[src/rtl/sfifo_pkg.sv]
// Shared constants for the sample FIFO: status word field positions
// and reset values. Assumes a 12-bit status/control word.
package sfifo_pkg;
    localparam int SW_W       = 12;
    localparam int B_AF       = 11;  // almost-full mirror
    localparam int B_THR_LO   = 8;   // threshold field low bit
    localparam int B_MASK     = 7;   // flag mask
    localparam int B_OVR      = 6;   // overrun on read, reset on write
    localparam int B_OOR_ANY  = 5;   // any tag on read, drive control on write
    localparam int B_EMPTY    = 4;
    localparam int B_OOR_HEAD = 3;
    localparam logic [SW_W-1:0] STATUS_AT_RESET = 12'h810;
endpackage

[src/rtl/sfifo_occ.sv]
// Occupancy tracker: decides which pushes and pops take effect, keeps
// the stored word count and the sticky overrun bit.
// Assumes pop and conv_done are single-cycle strobes in the clk domain.
module sfifo_occ #(
    parameter int DEPTH = 8,
    localparam int OCC_W = $clog2(DEPTH + 1)
) (
    input  logic             clk,
    input  logic             rst_n,
    input  logic             wipe,
    input  logic             conv_done,
    input  logic             pop,
    output logic [OCC_W-1:0] occ,
    output logic [OCC_W-1:0] occ_nxt,
    output logic             push_ok,
    output logic             pop_ok,
    output logic             overrun
);
    localparam logic [OCC_W-1:0] FULL = OCC_W'(DEPTH);

    // Qualify strobes: pop only when something is stored, push when room or freed
    always_comb begin
        pop_ok  = pop && (occ != '0);
        push_ok = conv_done && ((occ != FULL) || pop_ok);
        occ_nxt = occ;
        if (push_ok && !pop_ok) occ_nxt = occ + 1'b1;
        if (pop_ok && !push_ok) occ_nxt = occ - 1'b1;
    end

    // Word count register
    always_ff @(posedge clk) begin
        if (!rst_n || wipe) occ <= '0;
        else                occ <= occ_nxt;
    end

    // Sticky record of a dropped conversion
    always_ff @(posedge clk) begin
        if (!rst_n || wipe)            overrun <= 1'b0;
        else if (conv_done && !push_ok) overrun <= 1'b1;
    end
endmodule

[src/rtl/sfifo_store.sv]
// Shift-down storage: location 0 is the output; a pop moves every entry
// down one place, a push writes at the first free location. Tags move
// with their words. When the last word is popped, location 0 keeps it.
// Assumes push_ok/pop_ok are already qualified by sfifo_occ.
module sfifo_store #(
    parameter int DATA_W = 12,
    parameter int DEPTH  = 8,
    localparam int OCC_W = $clog2(DEPTH + 1)
) (
    input  logic              clk,
    input  logic              rst_n,
    input  logic              wipe,
    input  logic              push_ok,
    input  logic              pop_ok,
    input  logic [OCC_W-1:0]  occ,
    input  logic [DATA_W-1:0] din,
    input  logic              din_oor,
    output logic [DATA_W-1:0] head,
    output logic              head_oor,
    output logic              any_oor
);
    localparam logic [DATA_W-1:0] MID_CODE = {1'b1, {(DATA_W-1){1'b0}}};

    logic [DATA_W-1:0] word [DEPTH];
    logic [DEPTH-1:0]  tag;
    logic [OCC_W-1:0]  wr_idx;
    logic              shift;

    // Write slot and shift enable
    always_comb begin
        wr_idx = occ - OCC_W'(pop_ok);
        shift  = pop_ok && (occ > OCC_W'(1));
    end

    for (genvar i = 0; i < DEPTH; i++) begin : g_slot
        logic load_here;
        assign load_here = push_ok && (wr_idx == OCC_W'(i));
        if (i < DEPTH - 1) begin : g_mid
            // Slot i: load new word, or take the one above on a shift
            always_ff @(posedge clk) begin
                if (!rst_n || wipe) begin
                    word[i] <= MID_CODE;
                    tag[i]  <= 1'b0;
                end else if (load_here) begin
                    word[i] <= din;
                    tag[i]  <= din_oor;
                end else if (shift) begin
                    word[i] <= word[i+1];
                    tag[i]  <= tag[i+1];
                end
            end
        end else begin : g_top
            // Top slot: only ever loaded directly
            always_ff @(posedge clk) begin
                if (!rst_n || wipe) begin
                    word[i] <= MID_CODE;
                    tag[i]  <= 1'b0;
                end else if (load_here) begin
                    word[i] <= din;
                    tag[i]  <= din_oor;
                end
            end
        end
    end

    // Tag summary over occupied slots and head outputs
    always_comb begin
        any_oor = 1'b0;
        for (int i = 0; i < DEPTH; i++)
            if (OCC_W'(i) < occ) any_oor = any_oor | tag[i];
        head     = word[0];
        head_oor = tag[0] && (occ != '0);
    end
endmodule

[src/rtl/sfifo_cfg.sv]
// Control fields and almost-full flag. Holds threshold, flag mask and the
// drive control bit; evaluates the flag on conversions and pops.
// Assumes occ_nxt is the word count after this cycle's push/pop.
module sfifo_cfg #(
    parameter int DEPTH = 8,
    localparam int OCC_W = $clog2(DEPTH + 1),
    localparam int THR_W = $clog2(DEPTH)
) (
    input  logic                   clk,
    input  logic                   rst_n,
    input  logic                   wipe,
    input  logic                   reg_wr,
    input  logic [sfifo_pkg::SW_W-1:0] reg_wdata,
    input  logic                   conv_done,
    input  logic                   pop_ok,
    input  logic [OCC_W-1:0]       occ_nxt,
    output logic [THR_W-1:0]       thr,
    output logic                   mask,
    output logic                   drv_en,
    output logic                   af_n
);
    import sfifo_pkg::*;

    logic             mask_nxt;
    logic [OCC_W-1:0] limit;
    logic             af_nxt;

    // Flag next state: mask wins, then conversion, then pop
    always_comb begin
        mask_nxt = reg_wr ? reg_wdata[B_MASK] : mask;
        limit    = OCC_W'(thr) + 1'b1;
        af_nxt   = af_n;
        if (mask_nxt)                              af_nxt = 1'b1;
        else if (conv_done && (occ_nxt >= limit))  af_nxt = 1'b0;
        else if (pop_ok && (occ_nxt < limit))      af_nxt = 1'b1;
    end

    // Writable control fields
    always_ff @(posedge clk) begin
        if (!rst_n || wipe) begin
            thr    <= '0;
            mask   <= 1'b0;
            drv_en <= 1'b0;
        end else if (reg_wr) begin
            thr    <= reg_wdata[B_THR_LO +: THR_W];
            mask   <= reg_wdata[B_MASK];
            drv_en <= reg_wdata[B_OOR_ANY];
        end
    end

    // Almost-full flag register
    always_ff @(posedge clk) begin
        if (!rst_n || wipe) af_n <= 1'b1;
        else                af_n <= af_nxt;
    end
endmodule

[src/rtl/sample_fifo_ctl.sv]
// Top of the sample FIFO: ties occupancy, storage and control together
// and assembles the status word. A register write with bit 6 set is a
// full synchronous reset. Assumes DEPTH = 8 for the 3-bit status fields.
module sample_fifo_ctl #(
    parameter int DATA_W = 12,
    parameter int DEPTH  = 8
) (
    input  logic              clk,
    input  logic              rst_n,
    input  logic              conv_done,
    input  logic [DATA_W-1:0] conv_data,
    input  logic              conv_oor,
    input  logic              pop,
    input  logic              reg_wr,
    input  logic [11:0]       reg_wdata,
    output logic [DATA_W-1:0] head_data,
    output logic [11:0]       status_word,
    output logic              almost_full_n,
    output logic              drive_while_busy
);
    import sfifo_pkg::*;
    localparam int OCC_W = $clog2(DEPTH + 1);
    localparam int THR_W = $clog2(DEPTH);

    logic             wipe;
    logic [OCC_W-1:0] occ, occ_nxt;
    logic             push_ok, pop_ok, overrun;
    logic             head_oor, any_oor;
    logic [THR_W-1:0] thr;
    logic             mask;
    logic [THR_W-1:0] cnt_field;

    // Soft reset request from the control write
    assign wipe = reg_wr && reg_wdata[B_OVR];

    sfifo_occ #(.DEPTH(DEPTH)) u_occ (
        .clk(clk), .rst_n(rst_n), .wipe(wipe), .conv_done(conv_done),
        .pop(pop), .occ(occ), .occ_nxt(occ_nxt), .push_ok(push_ok),
        .pop_ok(pop_ok), .overrun(overrun)
    );

    sfifo_store #(.DATA_W(DATA_W), .DEPTH(DEPTH)) u_store (
        .clk(clk), .rst_n(rst_n), .wipe(wipe), .push_ok(push_ok),
        .pop_ok(pop_ok), .occ(occ), .din(conv_data), .din_oor(conv_oor),
        .head(head_data), .head_oor(head_oor), .any_oor(any_oor)
    );

    sfifo_cfg #(.DEPTH(DEPTH)) u_cfg (
        .clk(clk), .rst_n(rst_n), .wipe(wipe), .reg_wr(reg_wr),
        .reg_wdata(reg_wdata), .conv_done(conv_done), .pop_ok(pop_ok),
        .occ_nxt(occ_nxt), .thr(thr), .mask(mask), .drv_en(drive_while_busy),
        .af_n(almost_full_n)
    );

    // Status word assembly; count field is highest occupied index
    always_comb begin
        cnt_field = (occ == '0) ? '0 : THR_W'(occ - 1'b1);
        status_word                          = '0;
        status_word[B_AF]                    = almost_full_n;
        status_word[B_THR_LO +: THR_W]       = thr;
        status_word[B_MASK]                  = mask;
        status_word[B_OVR]                   = overrun;
        status_word[B_OOR_ANY]               = any_oor;
        status_word[B_EMPTY]                 = (occ == '0);
        status_word[B_OOR_HEAD]              = head_oor;
        status_word[THR_W-1:0]               = cnt_field;
    end
endmodule

[config.mk]
export PLATFORM = sky130hd
export DESIGN_NAME = sample_fifo_ctl
export DESIGN_NICKNAME = d
export VERILOG_FILES = /design/src/rtl/sfifo_pkg.sv /design/src/rtl/sfifo_occ.sv /design/src/rtl/sfifo_store.sv /design/src/rtl/sfifo_cfg.sv /design/src/rtl/sample_fifo_ctl.sv
export SDC_FILE = /design/constraint.sdc
export NUM_CORES = 1
export LEC_CHECK = 0
export BUFFER_PORTS_ARGS = -buffer_cell sky130_fd_sc_hd__clkbuf_2
export CORE_UTILIZATION = 41
export CTS_CLUSTER_SIZE = 20
export DETAILED_ROUTE_END_ITERATION = 8
export GPL_TIMING_DRIVEN = 0
export HOLD_SLACK_MARGIN = 0.1
export SLEW_MARGIN = 20
export SYNTH_ARGS = -nofsm -noshare
export SYNTH_HDL_FRONTEND = slang
export SYNTH_SLANG_ARGS = --single-unit
[constraint.sdc]
create_clock -name clk -period 4 [get_ports clk]
set_input_delay 0.2 -clock clk [delete_from_list [all_inputs] [get_ports clk]]
set_output_delay 0.2 -clock clk [all_outputs]
set_load 0.01 [all_outputs]
Word-level counts from Yosys, hierarchy flattened --
Memories as Yosys holds them, arrays and structs flattened. Cells that the tools add are included.
Word-level totals: ROM bits 0, input bits 30, bits in latches 0, output and inout bits 26, bits in writable memories 96, register bits after elaboration 19, memories 1, word-level logic and storage cells 186
Memories:
- u_store.word | words 8, bits a word 12, rd ports 8, clocked after Yosys merged registers in 0, wr ports 8, RTL line sfifo_store.sv:24 | logic [DATA_W-1:0] word [DEPTH];
Operators by class: eq/ne operators 8, bitwise logic cells 22, reductions and logical operators 35, div/mod/pow operators 0, muxes and demuxes 91, multipliers 0, add/subtract/negate cells 4, shift operators 0, order comparisons 11
Operator list (count):
- 2-to-1 mux 12 bit | 15
- 2-to-1 mux 1 bit | 73
- OR 1 bit | 22
- logical AND 1 bit | 18
- == test 4 x 3 -> 1 bit, second input constant | 4
- < comparator 3 x 4 -> 1 bit, first input constant | 4
- nonzero test 2 bit | 8
- == test 4 x 2 -> 1 bit, second input constant | 2
- logical NOT 4 bit | 2
- < comparator 1 x 4 -> 1 bit, first input constant | 2
- < comparator 2 x 4 -> 1 bit, first input constant | 2
- 2-to-1 mux 4 bit | 2
- adder 3 x 1 -> 4 bit, second input constant | 1
- adder 4 x 1 -> 4 bit, second input constant | 1
- == test 4 x 1 -> 1 bit, second input constant | 1
- greater-or-equal comparator 4 bit | 1
- greater-than comparator 4 x 1 -> 1 bit, second input constant | 1
- < comparator 4 bit | 1
- != test 4 bit, second input constant | 1
- nonzero test 4 bit | 1
- subtractor 4 x 1 -> 4 bit | 1
- subtractor 4 x 1 -> 4 bit, second input constant | 1
- logical NOT 1 bit | 3
- 2-to-1 mux 3 bit | 1
- other kinds (2) | 3

Logic depth before layout (Yosys ltp) --
depth in word-level cells 16, depth in mapped cells 15

Cells and area by module --
Synthesis repeated with hierarchy kept, for this count alone.
Second synthesis, totals: cells, all modules 529, area total of the unflattened synthesis 6084.6 um2
Modules (own cells, without submodules):
- sfifo_store | times used 1, sequential area each 3042.9 um2, cells each 422, area each 5198.7 um2
- sfifo_occ | times used 1, sequential area each 100.1 um2, cells each 55, area each 436.7 um2
- sfifo_cfg | times used 1, sequential area each 120.1 um2, cells each 37, area each 355.3 um2
- sample_fifo_ctl | times used 1, sequential area each 0.0 um2, cells each 15, area each 93.8 um2

Worst setup path before layout --
OpenSTA, ideal clock, no wires.
path type register -> register, start point register u_occ.occ[1], end point memory u_store.word[4][0] (netlist: u_store.word[1][0]), enable pin, data required time 3650 ps, cell stages (with the launch flop) 15, setup slack 946 ps, period minus slack after synthesis 3054 ps, arrival time 2704 ps, cells stage by stage dfxtp_1 -> inv_1 -> ha_1 -> buf_4 -> nand2b_4 -> nor2_1 -> nor2b_1 -> ha_1 -> nor2b_2 -> xnor2_1 -> a31o_1 -> buf_6 -> nand3_4 -> buf_6 -> nand2_1
RTL lines:
- start, declared | RTL line sfifo_occ.sv:13 | output logic [OCC_W-1:0] occ,
- start signal, assigned | RTL line sfifo_occ.sv:33 | else occ <= occ_nxt;
- end, declared | RTL line sfifo_store.sv:24

==> results.py <==
metrics = {
    "outcome": {
        "status": "completed",
    },
    "pwr": {
        "p_leak_nw": 2.81,
        "powerDensity_nw_per_um2": 510,
        "ir_drop_v": 0.000276,
    },
    "sta": {
        "relSlewSlack_pct": 40.4,
        "finalCritPeriodShare_pct": 89.1,
        "fin_skew_ns": 0.00730,
        "slew_viol_final": 0,
        "max_freq_mhz": 281,
        "setup_viol": 0,
        "hold_viol_final": 0,
        "rsz0062_at_grt": "no",
        "setup_slack_ns": 0.437,
        "worstMarginPinSlew_ns": 0.887,
        "finalCriticalPeriod_ns": 3.56,
        "tns_ns": 0,
    },
    "global_route": {
        "grt_use_met3_pct": 4.93,
        "antenna_found_initial": 0,
        "met1_usage_pct": 20.4,
        "top_usage_layer": "met2",
        "grt_start_max_net_pins": 17,
        "use_met2_pct": 25.3,
        "grt_pass1_vias": 3678,
        "grt_pass1_wl_mm": 17.8,
        "gr-total-overflow": 0,
        "gr-usage-all-layers_pct": 16.1,
    },
    "clocking": {
        "cts-htree-levels": 4,
        "worst_skew_pair.late_latency_ns": 0.41,
        "cts.clk_slew.worst_paths_ns": 0.05,
        "tritoncts": "yes",
        "cts-root-buf": "clkbuf_16",
        "post_cts_resized": 0,
        "numCtsBuffers": 17,
        "clock_sinks": 115,
        "cts_buffer_depth": 2,
    },
    "setup_path": {
        "cp.arrival_ns": 3.61,
        "crit_top_cell": "ha_1",
        "worst_setup_path_start_kind": "flip-flop",
        "end_kind": "flip-flop",
        "cp_max_fo": 12,
        "slowest_stage": "nand2_1",
        "critPathKind": "flip-flop to flip-flop",
        "crit_required_ns": 4.05,
        "cp_top_family": "simple AND/OR/NAND/NOR gates",
        "cpPeakStageDelay_ns": 0.43,
        "cp_num_buf_inv": 2,
        "worstPathCellList": "inv_1, ha_1, buf_4, nand2b_4, nor2_1, nor2b_1, ha_1, ha_1, nand2b_1, nor2_2, nand3_1, nand2_1",
    },
    "synth": {
        "synth_area_per_cell_um2": 12.3,
        "synth_nets": 513,
        "synthDistinctLibCells": 57,
        "synthArstFlopShare_pct": 0,
        "syn_area_um2": 5830,
        "synth_ff_type": "edfxtp_1",
        "yosys_warnings": 0,
        "yosys-top-cells-area": "edfxtp_1 (49%), a22o_1 (9.9%), dfxtp_1 (6.5%), mux2i_1 (4.3%), buf_4 (2.7%)",
        "synth.ff_latch_count": 115,
        "yosysTopAreaCell": "edfxtp_1",
        "seq_area_frac_synth_pct": 56.0,
        "yosys.area.top_type_share_pct": 49.4,
        "syn_inst": 473,
        "synth_edf_count": 96,
    },
    "drt": {
        "via_count": 3823,
        "firstDrtPassIters": 4,
        "vias_per_cell": 5.27,
        "drtIter0Drc": 175,
        "antenna_left": 0,
        "drt-total-wl_mm": 10.7,
        "drc": 0,
        "wl_per_cell_um": 14.8,
    },
    "floorplan": {
        "die_h_um": 121,
        "die_w_um": 121,
        "initial_utilization_pct": 42.0,
        "fp-row-count": 43,
        "core_region_area_um2": 13900,
        "die_area_um2": 14700,
        "pin_count": 56,
    },
    "worst_hold_path": {
        "hp-class": "input port to flip-flop",
    },
    "place": {
        "portBuffers": 37,
        "dpl_worst_slack_ns": 0.453,
        "dp.cells": 690,
        "gp_congestion": 0.802,
        "post-dp-hpwl_mm": 8.14,
    },
    "layout": {
        "final_cell_mix": "edfxtp_1 (96), a22o_1 (66), nand2_1 (37), clkbuf_2 (37), mux2i_1 (25)",
        "fin_cells": 725,
        "final_common_cell": "edfxtp_1",
        "nets": 574,
        "areaGrowthSynthToFinish_pct": 18.1,
        "antenna_cells": 0,
        "drive_gt1_share_pct": 24.0,
    },
    "run": {
        "cap_viol_max_count": 0,
    },
}
[metrics by stage]
stage / utilization [%] / hold WS, ns / area, um^2 / power [mW]
after floorplan: - / 0.347 / 5830 / 1.86
after global placement: 45.0 / 0.434 / 6240 / 1.99
after detailed placement: 45.0 / 0.455 / 6240 / 2.00
after CTS: 49.6 / 0.162 / 6890 / 3.53
after global routing: 49.6 / 0.205 / 6890 / 3.65
final: 49.6 / 0.175 / 6890 / 3.51
[final timing paths]
path                            cells after the start  slack, ns                                end                       start
worst max-delay path                               12       0.44  u_store.word[1][39]$_SDFFCE_PN0P_     u_occ.occ[1]$_SDFF_PP0_
worst min-delay path                                3       0.18          u_cfg.drv_en$_SDFFE_PP0P_                      reg_wr
worst max register to register                     12       0.44  u_store.word[1][39]$_SDFFCE_PN0P_     u_occ.occ[1]$_SDFF_PP0_
worst min register to register                      2       0.50         u_occ.overrun$_SDFFE_PP0P_  u_occ.overrun$_SDFFE_PP0P_
[area by class of cell]
cell class                      instances  area (um^2)
Clock inverter                         11          163
Fill cell                            1233         6990
Inverter                               15         56.3
Sequential cell                       115         3260
Buffer                                 60          419
Timing Repair Buffer                   42          235
Tap cell                              180          225
Multi-Input combinational cell        283         2090
Clock buffer                           19          433
[worst min-delay path, cell delays in order]
cell and delay [ns]:
buf_2 0.18, mux2i_1 0.09, nor2_1 0.08
[synthesized netlist by cell type (4+ instances only)]
master / number
a31oi_1: 4
nand3_1: 19
dfxtp_1: 19
nor3_1: 4
and2_1: 14
nor2b_1: 4
ha_1: 10
a22oi_1: 5
buf_6: 14
o21ai_0: 7
mux2_2: 5
and3_4: 7
o22ai_1: 5
buf_2: 8
nor2_1: 24
buf_1: 12
mux2i_1: 25
edfxtp_1: 96
a22o_1: 66
nand2_1: 37
clkbuf_1: 5
inv_1: 15
a21oi_1: 4
buf_4: 21
[kinds of logic after synthesis]
family,after synthesis,share of synthesized area (%)
AO/OA/AOI/OAI,114,16.0
XOR/XNOR,4,0.601
adder cells (fa/ha/maj),10,2.15
buffers and inverters,75,8.15
flip-flops,115,56.0
multiplexers,30,5.26
AND/OR/NAND/NOR,125,11.8
[registers in the layout, indices dropped and copies added, names as in the netlist]
register       cells
u_occ.occ          4
u_occ.overrun      1
u_cfg.af_n         1
u_store.tag        8
u_cfg.mask         1
u_store.word      96
u_cfg.thr          3
u_cfg.drv_en       1
[timing repair]
action	CTS	global route
endpoints found under the setup margin	0	0
buffers inserted	0	0
hold buffers	5	0
endpoints found under the hold margin	6	0
[per-layer routing]
layer,share of wire (%),vias to the layer above
met3,5.5,12
met4,1.3,0
met2,47,103
met5,0,-
met1,46,1819
li1,-,1889
[power breakdown]
| group | switching [mW] | total [mW] | internal (mW) | leakage, nW |
|---|---|---|---|---|
| Sequential | 0.0383 | 1.48 | 1.44 | 1.17 |
| Clock | 0.506 | 1.53 | 1.03 | 0.288 |
| Combinational | 0.297 | 0.494 | 0.198 | 1.36 |
| Total | 0.841 | 3.51 | 2.67 | 2.81 |
Note: power is estimated with default switching activity, not from simulation.
